[config.mk]
export PLATFORM = sky130hd
export DESIGN_NAME = wake_pme_ctrl
export DESIGN_NICKNAME = d
export VERILOG_FILES = /design/src/rtl/wake_pme_pkg.sv /design/src/rtl/wake_sync.sv /design/src/rtl/wake_regs.sv /design/src/rtl/pm_ctrl.sv /design/src/rtl/wake_pme_ctrl.sv
export SDC_FILE = /design/constraint.sdc
export NUM_CORES = 1
export LEC_CHECK = 0
export BUFFER_PORTS_ARGS = -buffer_cell sky130_fd_sc_hd__buf_2
export CORE_MARGIN = 2
export CORE_UTILIZATION = 40
export CTS_CLUSTER_SIZE = 30
export DETAILED_ROUTE_END_ITERATION = 7
export PLACE_DENSITY = 0.58
export SLEW_MARGIN = 10
export SYNTH_ARGS = -nofsm -noshare
export SYNTH_HDL_FRONTEND = slang
export SYNTH_SLANG_ARGS = --single-unit
[constraint.sdc]
create_clock -name clk -period 1.35 [get_ports clk]
set_input_delay 0.27 -clock clk [delete_from_list [all_inputs] [get_ports clk]]
set_output_delay 0.27 -clock clk [all_outputs]
set_load 0.03 [all_outputs]
[src/rtl/wake_pme_pkg.sv]
package wake_pme_pkg;
  localparam int ADDR_W  = 2;
  localparam int SRC_MAC = 0;
  localparam int SRC_PHY = 1;

  typedef enum logic [ADDR_W-1:0] {
    A_WAKE_EN  = 2'd0,
    A_WAKE_ST  = 2'd1,
    A_IRQ_EN   = 2'd2,
    A_IRQ_ST   = 2'd3
  } reg_sel_e;

  localparam logic [1:0] PS_D0 = 2'b00;
  localparam logic [1:0] PS_D3 = 2'b11;
endpackage

[src/rtl/wake_sync.sv]
module wake_sync #(
  parameter int NUM_SRC = 2,
  parameter int STAGES  = 2
) (
  input  logic               clk,
  input  logic               rst,
  input  logic [NUM_SRC-1:0] src_in,
  output logic [NUM_SRC-1:0] lvl_out,
  output logic [NUM_SRC-1:0] rise_out
);
  localparam int LAST = STAGES - 1;

  for (genvar s = 0; s < NUM_SRC; s++) begin : g_src
    logic [STAGES-1:0] chain_q;
    logic              prev_q;

    always_ff @(posedge clk) begin
      if (rst) begin
        chain_q <= '0;
        prev_q  <= 1'b0;
      end else begin
        chain_q <= {chain_q[STAGES-2:0], src_in[s]};
        prev_q  <= chain_q[LAST];
      end
    end

    assign lvl_out[s]  = chain_q[LAST];
    assign rise_out[s] = chain_q[LAST] & ~prev_q;
  end
endmodule

[src/rtl/wake_regs.sv]
module wake_regs
  import wake_pme_pkg::*;
#(
  parameter int NUM_SRC = 2
) (
  input  logic               clk,
  input  logic               rst,
  input  logic [ADDR_W-1:0]  addr,
  input  logic               wr_en,
  input  logic [NUM_SRC-1:0] wdata,
  input  logic [NUM_SRC-1:0] rise,
  input  logic [NUM_SRC-1:0] lvl,
  input  logic               detect_en,
  input  logic               in_d0,
  output logic [NUM_SRC-1:0] wake_en,
  output logic [NUM_SRC-1:0] wake_st,
  output logic [NUM_SRC-1:0] irq_en,
  output logic [NUM_SRC-1:0] irq_st,
  output logic [NUM_SRC-1:0] rdata
);
  logic [NUM_SRC-1:0] hit;
  logic [NUM_SRC-1:0] wst_clr;
  logic [NUM_SRC-1:0] ist_clr;
  logic [NUM_SRC-1:0] ist_set;
  logic               wr_wen, wr_wst, wr_ien, wr_ist;

  assign wr_wen = wr_en && (addr == A_WAKE_EN);
  assign wr_wst = wr_en && (addr == A_WAKE_ST);
  assign wr_ien = wr_en && (addr == A_IRQ_EN);
  assign wr_ist = wr_en && (addr == A_IRQ_ST);

  assign hit     = rise & {NUM_SRC{detect_en}};
  assign ist_set = hit & {NUM_SRC{in_d0}};
  assign wst_clr = wr_wst ? (wdata & ~lvl) : '0;
  assign ist_clr = wr_ist ? wdata : '0;

  always_ff @(posedge clk) begin
    if (rst) begin
      wake_en <= '0;
      irq_en  <= '0;
      wake_st <= '0;
      irq_st  <= '0;
    end else begin
      if (wr_wen) wake_en <= wdata;
      if (wr_ien) irq_en  <= wdata;
      wake_st <= (wake_st & ~wst_clr) | hit;
      irq_st  <= (irq_st & ~ist_clr) | ist_set;
    end
  end

  always_ff @(posedge clk) begin
    if (rst) begin
      rdata <= '0;
    end else begin
      unique case (addr)
        A_WAKE_EN: rdata <= wake_en;
        A_WAKE_ST: rdata <= wake_st;
        A_IRQ_EN:  rdata <= irq_en;
        default:   rdata <= irq_st;
      endcase
    end
  end
endmodule

[src/rtl/pm_ctrl.sv]
module pm_ctrl
  import wake_pme_pkg::*;
#(
  parameter int NUM_SRC = 2
) (
  input  logic               clk,
  input  logic               rst,
  input  logic [1:0]         pm_state,
  input  logic               pme_en,
  input  logic [NUM_SRC-1:0] wake_en,
  input  logic [NUM_SRC-1:0] wake_st,
  input  logic [NUM_SRC-1:0] irq_en,
  input  logic [NUM_SRC-1:0] irq_st,
  output logic               pme_n,
  output logic               irq_n,
  output logic               pwrdn,
  output logic               detect_en,
  output logic               in_d0
);
  logic in_d3;
  logic was_d3_q;

  assign in_d3     = (pm_state == PS_D3);
  assign in_d0     = (pm_state == PS_D0);
  assign detect_en = ~pwrdn;

  always_ff @(posedge clk) begin
    if (rst) begin
      was_d3_q <= 1'b0;
      pwrdn    <= 1'b0;
      pme_n    <= 1'b1;
      irq_n    <= 1'b1;
    end else begin
      was_d3_q <= in_d3;
      pwrdn    <= in_d3 && (pwrdn || (!was_d3_q && !pme_en));
      pme_n    <= ~(pme_en && |(wake_en & wake_st));
      irq_n    <= ~(in_d0 && |(irq_en & irq_st));
    end
  end
endmodule

[src/rtl/wake_pme_ctrl.sv]
module wake_pme_ctrl
  import wake_pme_pkg::*;
#(
  parameter int NUM_SRC     = 2,
  parameter int SYNC_STAGES = 2
) (
  input  logic               clk,
  input  logic               rst,
  input  logic               mac_wake_in,
  input  logic               phy_energy_in,
  input  logic [1:0]         pm_state_in,
  input  logic               pme_en_in,
  input  logic [ADDR_W-1:0]  reg_addr,
  input  logic               reg_wr_en,
  input  logic [NUM_SRC-1:0] reg_wdata,
  output logic [NUM_SRC-1:0] reg_rdata,
  output logic               pme_n_out,
  output logic               irq_n_out,
  output logic               phy_pwrdn_out
);
  logic [NUM_SRC-1:0] src_raw;
  logic [NUM_SRC-1:0] src_lvl_w;
  logic [NUM_SRC-1:0] src_rise_w;
  logic [NUM_SRC-1:0] wake_en_w, wstat_w, irq_en_w, istat_w;
  logic               detect_en_w, in_d0_w;

  always_comb begin
    src_raw          = '0;
    src_raw[SRC_MAC] = mac_wake_in;
    src_raw[SRC_PHY] = phy_energy_in;
  end

  wake_sync #(.NUM_SRC(NUM_SRC), .STAGES(SYNC_STAGES)) sync_i (
    .clk(clk), .rst(rst), .src_in(src_raw),
    .lvl_out(src_lvl_w), .rise_out(src_rise_w)
  );

  wake_regs #(.NUM_SRC(NUM_SRC)) regs_i (
    .clk(clk), .rst(rst), .addr(reg_addr), .wr_en(reg_wr_en),
    .wdata(reg_wdata), .rise(src_rise_w), .lvl(src_lvl_w),
    .detect_en(detect_en_w), .in_d0(in_d0_w),
    .wake_en(wake_en_w), .wake_st(wstat_w), .irq_en(irq_en_w),
    .irq_st(istat_w), .rdata(reg_rdata)
  );

  pm_ctrl #(.NUM_SRC(NUM_SRC)) pm_i (
    .clk(clk), .rst(rst), .pm_state(pm_state_in), .pme_en(pme_en_in),
    .wake_en(wake_en_w), .wake_st(wstat_w), .irq_en(irq_en_w),
    .irq_st(istat_w), .pme_n(pme_n_out), .irq_n(irq_n_out),
    .pwrdn(phy_pwrdn_out), .detect_en(detect_en_w), .in_d0(in_d0_w)
  );
endmodule

* After elaboration in Yosys (flattened, before gate mapping)
Index checks and enable logic that the tools add are counted. Widths: inputs -> output; s select.
Storage, ports and cells: register bits 20, word-level logic and storage cells 54, memories kept 0, latch bits 0, memory bits (writable) 0, output and inout port bits 5, bits of input ports 12, bits in read-only memories 0
Cells by class: div/mod/pow operators 0, order comparisons 0, mux-type cells 3, add/subtract/negate cells 0, bitwise gates (word level) 19, multiply operators 0, reduce and logical (&&, ||, !) cells 15, shift operators 0, eq/ne operators 4
Operator list (number):
- $and 2x2->2 | 7
- $logic_and 1x1->1 | 8
- $eq 2x2->1 const B | 3
- $not 2->2 | 3
- $pmux 2 s3 | 1
- $not 1->1 | 5
- $logic_not 2->1 | 2
- $mux 2 | 2
- $or 2x2->2 | 2
- $reduce_or 2->1 | 2
- $and 1x1->1 | 2
- $eq 2x1->1 const B | 1
- $logic_not 1->1 | 2
- $logic_or 1x1->1 | 1

* Logic depth before layout (Yosys ltp)
Gate-level depths: netlist (run 1).
depth after elaboration 6, mapped depth 4, gate-level depth less buffers 3

* By module
Synthesis (run 1) repeated with hierarchy kept, for this count alone.
Unflattened totals: cell total of the unflattened synthesis 72, area total of the unflattened synthesis 807.0 um^2
Modules (own cells, without submodules):
- wake_regs | area each 481.7 um^2, cells each 43, seq. area each 200.2 um^2, times used 1
- wake_sync | area each 185.2 um^2, cells each 16, seq. area each 120.1 um^2, times used 1
- pm_ctrl | area each 140.1 um^2, cells each 13, seq. area each 80.1 um^2, times used 1

* Least setup slack after synthesis (run 1)
No wires, ideal clock.
kind in2reg, start point input port reg_addr[1], end point register regs_i.rdata[0], data required time 1.235 ns, stages on the path 3, buffers on the path 1, setup time 0.115 ns, arrival time 1.002 ns, slack 0.233 ns, path through buf_6 -> mux4_2 -> and2_1
On the way: word-level cells in the longest chain between the ends 2, elaborated cells on any way between the ends 4, classes of those cells eq/ne (2); mux (1); reduce/logical (1)
Ends and longest elaborated chain:
- from (decl) | RTL line wake_pme_ctrl.sv:13 | input logic [ADDR_W-1:0] reg_addr,
- $eq 2x2->1 (tied with other cells) | RTL line wake_regs.sv:55 | unique case (addr)
- $pmux 2 s3 (*) | RTL line wake_regs.sv:55
- to (signal assigned) | RTL line wake_regs.sv:56 | A_WAKE_EN: rdata <= wake_en;
- to (signal assigned) | RTL line wake_regs.sv:57 | A_WAKE_ST: rdata <= wake_st;
- to (signal assigned) | RTL line wake_regs.sv:58 | A_IRQ_EN: rdata <= irq_en;
- to (decl) | RTL line wake_regs.sv:19 | output logic [NUM_SRC-1:0] rdata
Mark *: on every way between the ends. The rest lies on a longest branch, timed or not. A chain may end at the register's enable or synchronous reset.

* Final worst setup path (run 1)
start point register pm_i.pwrdn, end point output port phy_pwrdn_out
RTL lines:
- from (decl) | RTL line pm_ctrl.sv:16 | output logic pwrdn,
- from (signal assigned) | RTL line pm_ctrl.sv:35 | pwrdn <= in_d3 && (pwrdn || (!was_d3_q && !pme_en));
- to (decl) | RTL line wake_pme_ctrl.sv:19 | output logic phy_pwrdn_out
No word-level cell between the ends.

==> results of run 1 <==
==> power groups by stage <==
stage,Clock (mW),Combinational [mW],Sequential (mW)
final,0.483,0.0866,0.623
after global placement,0,0.0858,0.637
after detailed placement,0,0.0874,0.637
after global routing,0.521,0.0950,0.626
after floorplan,0,0.0545,0.638
after CTS,0.496,0.0875,0.623
==> layout make-up <==
class / count / area (um2)
clock buffer: 3 / 22.5
clock inverter: 1 / 30.0
fill: 173 / 848
inverter: 1 / 3.75
multi-input combinational: 44 / 310
sequential: 20 / 400
tap: 25 / 31.3
timing repair buffer: 16 / 80.1
==> per-layer routing <==
metal / global-route usage / vias up
li1: - / 272
met1: 0.180 / 246
met2: 0.173 / 10
met3: 0.0346 / 0
met4: 0.0500 / 0
met5: 0 / -
==> logic make-up after synthesis <==
logic type,Yosys count,synth area share
AOI/OAI and AO/OA,7,0.0750
buffers and inverters,4,0.0324
DFF,20,0.545
muxes,6,0.116
and+or+nand+nor,31,0.232
==> cells in the final DEF (no fill, tap or decap), types with 2 or more instances in the layout <==
| master | count |
|---|---|
| nor2b_1 | 6 |
| nand4_1 | 2 |
| buf_2 | 16 |
| and2_1 | 2 |
| clkbuf_4 | 3 |
| nand2_1 | 2 |
| nor3_1 | 3 |
| dfxtp_1 | 20 |
| nor2_1 | 7 |
| mux2i_1 | 4 |
| mux4_2 | 2 |
| nand3_1 | 5 |
| a22o_1 | 2 |
| o21a_1 | 2 |
==> stage by stage <==
stage / total power, mW / hold WS, ps
after CTS: 1.21 / 152
final: 1.19 / 159
after floorplan: 0.693 / 342
after detailed placement: 0.724 / 421
after global routing: 1.24 / 146
after global placement: 0.722 / 416
==> final timing paths <==
check,start,to,slack (ps),depth (start not counted)
setup / recovery,pm_i.pwrdn$_SDFF_PP0_,phy_pwrdn_out,170,1
hold / removal,pme_en_in,pm_i.pme_n$_SDFF_PP1_,160,2
setup reg to reg,regs_i.wake_st[1]$_SDFF_PP0_,regs_i.rdata[1]$_SDFF_PP0_,290,2
hold reg to reg,sync_i.g_src[0].chain_q[0]$_SDFF_PP0_,sync_i.g_src[0].chain_q[1]$_SDFF_PP0_,450,1
==> flip-flops by register name, indices dropped and copies added (netlist names) <==
| signal | count |
|---|---|
| regs_i.wake_en | 2 |
| sync_i.g_src.chain_q | 4 |
| regs_i.irq_en | 2 |
| pm_i.irq_n | 1 |
| regs_i.rdata | 2 |
| pm_i.pme_n | 1 |
| regs_i.irq_st | 2 |
| sync_i.g_src.prev_q | 2 |
| pm_i.pwrdn | 1 |
| regs_i.wake_st | 2 |
| pm_i.was_d3_q | 1 |
==> qor.txt, run 1 <==
Post-Route Utilization: 0.509
CP Capture Type: primary output
Met3 Wirelength: 37 um
Clock root buffer: clkbuf_4
GP Congestion: 0.756
Clk_lat worst skew: 290 ps
Longest Clk Path Bufs: 2
Setup TNS: 0 ps
Ant diodes: 0
Worst Path Required: 1080 ps
Initial antenna violation count: 0
Tcrit/Tclk final: 0.873
RSZ-0062 raised after global routing: no
# Post-CTS Setup Buffers: 0
Final setup vio count: 0
First-pass detailed-route iteration total: 4
Post-route insts no fill: 110
Critical Path Max Stage Delay: 400 ps
Post-CTS Resized: 0
Top FF cell, synth: dfxtp_1
Top sig layer: met3
Wire length on met2: 565 um
Synth unique cells: 23
Routed wire length: 1210 um
Synth async-reset ratio: 0
CP Class: flip-flop to primary output
HPWL Detailed: 938 um
Die Wd: 46.9 um
Largest area contributor in the netlist: dfxtp_1
Design area: 878 um2
Cells after Synth: 68
Drt initial violations: 5
Final hold vios: 0
Slowest-stage cell, CP: dfxtp_1
DR vias/cell: 4.80
WL met1: 611 um
PwrDens: 1360 nW/um2
Die area: 2190 um2
Clock transition at the registers of the reported paths: 110 ps
WL per Instance: 11.0 um
Worst setup margin: 171 ps
Tmin final: 1180 ps
Commonest cells in the netlist: dfxtp_1 (20), nor2_1 (7), nor2b_1 (6), nand3_1 (5), mux2i_1 (4)
DRC: 0
Top-count cell post-synth: dfxtp_1
Mapped Avg Cell Area: 10.8 um2
Post-DRT Antenna Nets: 0
GR Overflow Total: 0
Clk_skew: 0.867 ps
Register area share after synthesis: 0.545
Switching Power: 0.241 mW
CTS sink count: 20
# IOs: 17
Count of buffers from port buffering: 16
Cell Int Power: 0.952 mW
# rows: 15
CORE AREA: 1730 um2
Largest net degree at the start of global routing: 15
Layout Nets: 98
Seq pwr share: 0.522
Combinational share of power: 0.073
Run status: finished, final reports clean
Max-slew violation count: 0
CTS tree: done
Pre-CTS setup slack: 100 ps
Synth warn: 0
Htree depth: 1
DIE HEIGHT: 46.9 um
CP max FO: 4
Total track usage: 0.124
CP delay by family, top: flip-flops
Slew margin rel.: 0.747
Register bit count reported by yosys: 20
P_leak: 0.370 nW
Vias in the first global route: 395
Area contributors post-synth: dfxtp_1 (55%), mux4_2 (6.1%), mux2i_1 (5.5%), nor2b_1 (5.1%), nor2_1 (3.6%)
Initial Utilization: 0.425
Via Count: 528
Sw frac: 0.202
Mapped cell area: 734 um2
Number of max-cap violations: 0
EDFF count, synth: 0
HP Class: input port to flip-flop
WP buf/inv: 1
Layout area overhead: 19.6%
Syn nets: 80
Startpoint Class: flip-flop
Hold-fix buffers, CTS: 0
Share of layout cells above drive strength 1: 0.271
First-pass GRT wire length: 1910 um
Clk pwr share: 0.405
CP Data Arrival Time: 910 ps
Yosys top cell area share: 0.545
Crit-path cells: buf_2
Placed instance area: 826 um2
Peak Freq: 0.848 GHz
Placed Cells: 106
Clock buffer count from CTS: 3
Worst-Margin Slew: 377 ps
Max VDD drop: 0.544 mV
No activity file was read; power rests on OpenSTA's default activity.
==> inputs of run 2 (changes only) <==
--- a/config.mk
+++ b/config.mk
@@ -11,6 +11,7 @@
 export CTS_CLUSTER_SIZE = 30
 export DETAILED_ROUTE_END_ITERATION = 7
 export PLACE_DENSITY = 0.58
+export SETUP_SLACK_MARGIN = 0.3
 export SLEW_MARGIN = 10
 export SYNTH_ARGS = -nofsm -noshare
 export SYNTH_HDL_FRONTEND = slang
==> run 2 against run 1 <==
Global-route usage up 2.8 points. Routed wire length grew 12%. Clock skew up 8.4 ps. Total power shrank 11%. Critical endpoint is now regs_i.rdata[1]$_SDFF_PP0_.
==> qor.txt, run 2 (same netlist as run 1, synthesis figures left out) <==
Top reg by flops: sync_i.g_src.chain_q
CP Class: flip-flop to flip-flop
GP Congestion: 0.753
Htree depth: 1
Die area: 2190 um2
Register area: 413 um2
Worst-Margin Slew: 405 ps
Design area: 921 um2
WL per Instance: 12.3 um
Pre-CTS setup slack: 121 ps
CTS sink count: 20
FILL cells: 171
Drt initial violations: 30
Startpoint Class: flip-flop
Tmin final: 1040 ps
CTS tree: done
Initial Utilization: 0.425
Slew margin rel.: 0.728
Max VDD drop: 0.425 mV
Via Count: 574
HPWL Detailed: 979 um
Tcrit/Tclk final: 0.773
CP Data Arrival Time: 1250 ps
Peak Freq: 0.958 GHz
First-pass GRT wire length: 2240 um
Layout Nets: 99
# IOs: 17
Clock root buffer: clkbuf_4
Final setup vio count: 0
RSZ-0062 raised after global routing: yes
Ant diodes: 0
Most common cell after layout, fill and taps aside: buf_2
Final hold vios: 0
Most frequent cells in the layout: buf_2 (11), dfxtp_2 (10), dfxtp_1 (10), nor2_1 (7), nor2b_1 (6)
CP max FO: 3
CORE AREA: 1730 um2
GR Overflow Total: 0
Number of max-cap violations: 0
Layout area overhead: 25.4%
Share of layout cells above drive strength 1: 0.419
P_leak: 0.386 nW
Routed wire length: 1360 um
Clock buffer count from CTS: 3
# rows: 15
DR vias/cell: 5.17
Placed Cells: 106
Max-slew violation count: 0
Clk_lat worst skew: 300 ps
DRC: 0
Total track usage: 0.152
Placed instance area: 826 um2
Die Wd: 46.9 um
Longest Clk Path Bufs: 2
R2r setup slk: 310 ps
Clock transition at the registers of the reported paths: 110 ps
Setup TNS: 0 ps
Worst setup margin: 306 ps
Count of buffers from port buffering: 16
PwrDens: 1150 nW/um2
CP Capture Type: flip-flop
Vias in the first global route: 499
Worst Path Required: 1560 ps
HP Class: input port to flip-flop
Clk_skew: 9.31 ps
First-pass detailed-route iteration total: 4
Max reg flops: 4
Post-route insts no fill: 111
Run status: finished, final reports clean
DIE HEIGHT: 46.9 um
Post-DRT Antenna Nets: 0
Largest net degree at the start of global routing: 15
Multi-input logic area: 318 um2
Initial antenna violation count: 0
==> run 2: cell types whose count changed in the layout (fill, tap and decap cells not counted), sizes merged <==
cell	delta
bufinv	-1
clkbuf	+1
buf	+1
==> run 2: stage by stage <==
stage                      util  total power, mW  hold WS [ps]
after CTS                 0.517             1.07           147
after detailed placement  0.478            0.724           432
final                     0.533             1.06           154
after floorplan               -            0.694           342
after global placement    0.478            0.723           417
after global routing      0.533             1.12           134
==> run 2: final timing paths <==
path,startpoint,to,depth (start not counted)
setup / recovery,regs_i.irq_st[1]$_SDFF_PP0_,regs_i.rdata[1]$_SDFF_PP0_,2
hold reg to reg,sync_i.g_src[0].chain_q[0]$_SDFF_PP0_,sync_i.g_src[0].chain_q[1]$_SDFF_PP0_,1
setup reg to reg,regs_i.irq_st[1]$_SDFF_PP0_,regs_i.rdata[1]$_SDFF_PP0_,2
hold / removal,pme_en_in,pm_i.pme_n$_SDFF_PP1_,2
==> run 2: layer usage <==
metal | wire [um] | share of wire | up-vias | track usage
met1 | 608 | 0.45 | 269 | 0.195
li1 | - | - | 280 | -
met4 | 19 | 0.014 | 0 | 0.0833
met5 | 0 | 0 | - | 0
met3 | 62 | 0.045 | 4 | 0.0462
met2 | 673 | 0.49 | 21 | 0.227
==> run 2: final cells by class <==
class	instances	area share
multi-input cells	44	0.345
clock buffers	4	0.0394
well taps	25	0.0340
inverters	1	0.00408
flip-flops and latches	20	0.448
repair buffers	17	0.129
==> run 2: power by group <==
part	leakage, nW	switching [mW]	total (mW)	internal (mW)
registers	0.166	0.0132	0.625	0.612
logic	0.199	0.0471	0.0935	0.0464
clock network	0.0210	0.177	0.341	0.164
==> run 2: worst max-delay path: stages (launching register included) <==
cell,delay (ps)
dfxtp_2,350
mux4_2,460
and2_4,150
==> run 2: what timing repair did <==
action,CTS,global route
pin swaps,0,0
buffers inserted,1,0
gates cloned,0,0
hold buffers,0,0
gates resized for setup,9,13
setup endpoints to repair,5,8
==> inputs of run 3 (changes only) <==
--- a/config.mk
+++ b/config.mk
@@ -5,12 +5,13 @@
 export SDC_FILE = /design/constraint.sdc
 export NUM_CORES = 1
 export LEC_CHECK = 0
+export ABC_AREA = 1
 export BUFFER_PORTS_ARGS = -buffer_cell sky130_fd_sc_hd__buf_2
 export CORE_MARGIN = 2
 export CORE_UTILIZATION = 40
 export CTS_CLUSTER_SIZE = 30
 export DETAILED_ROUTE_END_ITERATION = 7
-export PLACE_DENSITY = 0.58
+export PLACE_DENSITY = 0.6
 export SETUP_SLACK_MARGIN = 0.3
 export SLEW_MARGIN = 10
 export SYNTH_ARGS = -nofsm -noshare
==> constraint.sdc (replaced) <==
create_clock -name clk -period 0.9 [get_ports clk]
set_input_delay 0.18 -clock clk [delete_from_list [all_inputs] [get_ports clk]]
set_output_delay 0.18 -clock clk [all_outputs]
set_load 0.03 [all_outputs]
==> run 3 against run 2 <==
The flow now finishes with violations (setup timing). Global-route usage rose by 0.45 points. Die area grew 5.3%. Sequential share of layout area is 5.4 points lower. Combinational power is 130% higher. Utilization is 6.9 points higher. Worst hold slack got worse by 93 ps. Largest power group unchanged.
==> qor.txt, run 3 <==
Max-slew violation count: 0
CTS sink count: 20
Slew margin rel.: 0.816
DIE HEIGHT: 48.1 um
Switching Power: 0.407 mW
Die Wd: 48.1 um
Mapped Avg Cell Area: 7.47 um2
CP Class: flip-flop to primary output
Crit-path cells: buf_6
Peak Freq: 1.03 GHz
Commonest cells in the netlist: dfxtp_1 (20), nor2_1 (17), inv_1 (16), nand2_1 (16), nand3_1 (11)
Hold slack: 60.9 ps
Initial Utilization: 0.436
Via Count: 720
FILL cells: 164
Layout area overhead: 38.3%
Max reg flops: 4
Register area: 424 um2
Clk_lat worst skew: 300 ps
Htree depth: 1
CTS tree: done
Register bit count reported by yosys: 20
Top reg by flops: sync_i.g_src.chain_q
HPWL Detailed: 1130 um
Multi-input logic area: 358 um2
Tmin final: 970 ps
Ant diodes: 0
Clk_skew: 5.94 ps
DRC: 0
Top-count cell post-synth: dfxtp_1
Most frequent cells in the layout: nor2_1 (15), nand2_1 (14), dfxtp_2 (13), buf_2 (11), inv_1 (10)
Total track usage: 0.156
Synth warn: 0
Count of buffers from port buffering: 16
RSZ-0062 raised after global routing: yes
Final setup vio count: 5
Cell Int Power: 1.25 mW
Share of layout cells above drive strength 1: 0.516
CP max FO: 2
CORE AREA: 1780 um2
Sw frac: 0.245
CP delay by family, top: flip-flops
Final hold vios: 0
Failing checks: setup timing
Top FF cell, synth: dfxtp_1
Routed wire length: 1650 um
Startpoint Class: flip-flop
WP buf/inv: 1
Initial antenna violation count: 0
Register area share after synthesis: 0.515
WL per Instance: 10.9 um
Worst Path Required: 720 ps
First-pass detailed-route iteration total: 4
Most common cell after layout, fill and taps aside: nor2_1
Worst-Margin Slew: 275 ps
Drt initial violations: 4
Largest area contributor in the netlist: dfxtp_1
Die area: 2310 um2
Yosys top cell area share: 0.515
Number of max-cap violations: 0
Hold-fix buffers, CTS: 0
CP Data Arrival Time: 790 ps
Clock buffer count from CTS: 3
Run status: complete, but fails checks
P_leak: 0.475 nW
First-pass GRT wire length: 2420 um
Area contributors post-synth: dfxtp_1 (52%), nor2_1 (8.2%), inv_1 (7.7%), nand2_1 (7.7%), nand3_1 (7.1%)
Vias in the first global route: 600
Combinational share of power: 0.127
Synth unique cells: 18
GP Congestion: 0.828
HP Class: input port to flip-flop
Mapped cell area: 777 um2
CP Capture Type: primary output
Longest Clk Path Bufs: 2
Clock root buffer: clkbuf_4
Largest net degree at the start of global routing: 12
Clk pwr share: 0.305
Post-DRT Antenna Nets: 0
# rows: 15
Cells after Synth: 104
Seq pwr share: 0.568
PwrDens: 1550 nW/um2
Setup TNS: -208 ps
Tcrit/Tclk final: 1.08
Synth async-reset ratio: 0
Max VDD drop: 0.809 mV
DR vias/cell: 4.77
Slowest-stage cell, CP: dfxtp_4
# IOs: 17
EDFF count, synth: 0
Syn nets: 116
Clock transition at the registers of the reported paths: 110 ps
Worst setup margin: -70.4 ps
Layout Nets: 139
Critical Path Max Stage Delay: 360 ps
GR Overflow Total: 0
## run 3: cell type report
type                       instances  area share
clock buffer                       4      0.0338
inverter                          19      0.0710
multi-input combinational         63       0.333
sequential                        20       0.395
tap                               25      0.0291
timing repair buffer              20       0.139
## run 3: through the flow
step / total power [mW] / setup WS, ps / utilization / instance area (um2) / cells
after floorplan: 1.07 / 191 / - / 811 / 104
after global placement: 1.12 / 77.3 / 0.510 / 910 / 144
after detailed placement: 1.13 / 64.8 / 0.510 / 910 / 144
after CTS: 1.65 / -73.1 / 0.564 / 1000 / 149
after global routing: 1.74 / -92.5 / 0.603 / 1070 / 151
final: 1.66 / -70.4 / 0.603 / 1070 / 151
## run 3: path summary, 6_finish.rpt
check                                                      startpoint  depth (start not counted)                               endpoint  slack (ps)
worst max register to register                  pm_i.pwrdn$_SDFF_PP0_                          5           regs_i.wake_st[0]$_SDFF_PP0_          10
worst min register to register  sync_i.g_src[0].chain_q[0]$_SDFF_PP0_                          2  sync_i.g_src[0].chain_q[1]$_SDFF_PP0_         400
worst min-delay path                                        pme_en_in                          2                  pm_i.pme_n$_SDFF_PP1_          60
worst max-delay path                            pm_i.pwrdn$_SDFF_PP0_                          1                          phy_pwrdn_out         -70
## run 3: logic make-up (layout without fill, tap and decap cells)
| logic type | after synthesis | after routing | share of synthesized area |
|---|---|---|---|
| flops | 20 | 20 | 0.515 |
| compound gates | 15 | 15 | 0.106 |
| buf+inv | 21 | 43 | 0.113 |
| simple gates | 48 | 48 | 0.266 |
## run 3: layer usage
| layer | GRT usage | vias to the layer above | share of wire |
|---|---|---|---|
| met5 | 0 | - | 0 |
| li1 | - | 369 | - |
| met3 | 0.0679 | 2 | 0.038 |
| met2 | 0.259 | 16 | 0.54 |
| met4 | 0.0324 | 0 | 0.0061 |
| met1 | 0.189 | 333 | 0.42 |
## run 3: power by group through the flow
| stage | Sequential (mW) | Combinational [mW] | Clock (mW) |
|---|---|---|---|
| 5_1_grt | 0.948 | 0.234 | 0.555 |
| 6_report | 0.944 | 0.211 | 0.507 |
| 4_1_cts | 0.942 | 0.184 | 0.520 |
| 2_1_floorplan | 0.967 | 0.0994 | 0 |
| 3_3_place_gp | 0.958 | 0.167 | 0 |
| 3_5_place_dp | 0.958 | 0.168 | 0 |
## run 3: timing repair
action | CTS | global route
resized for setup | 20 | 20
pin swaps | 3 | 7
buffers inserted | 1 | 2
endpoints found under the setup margin | 14 | 18
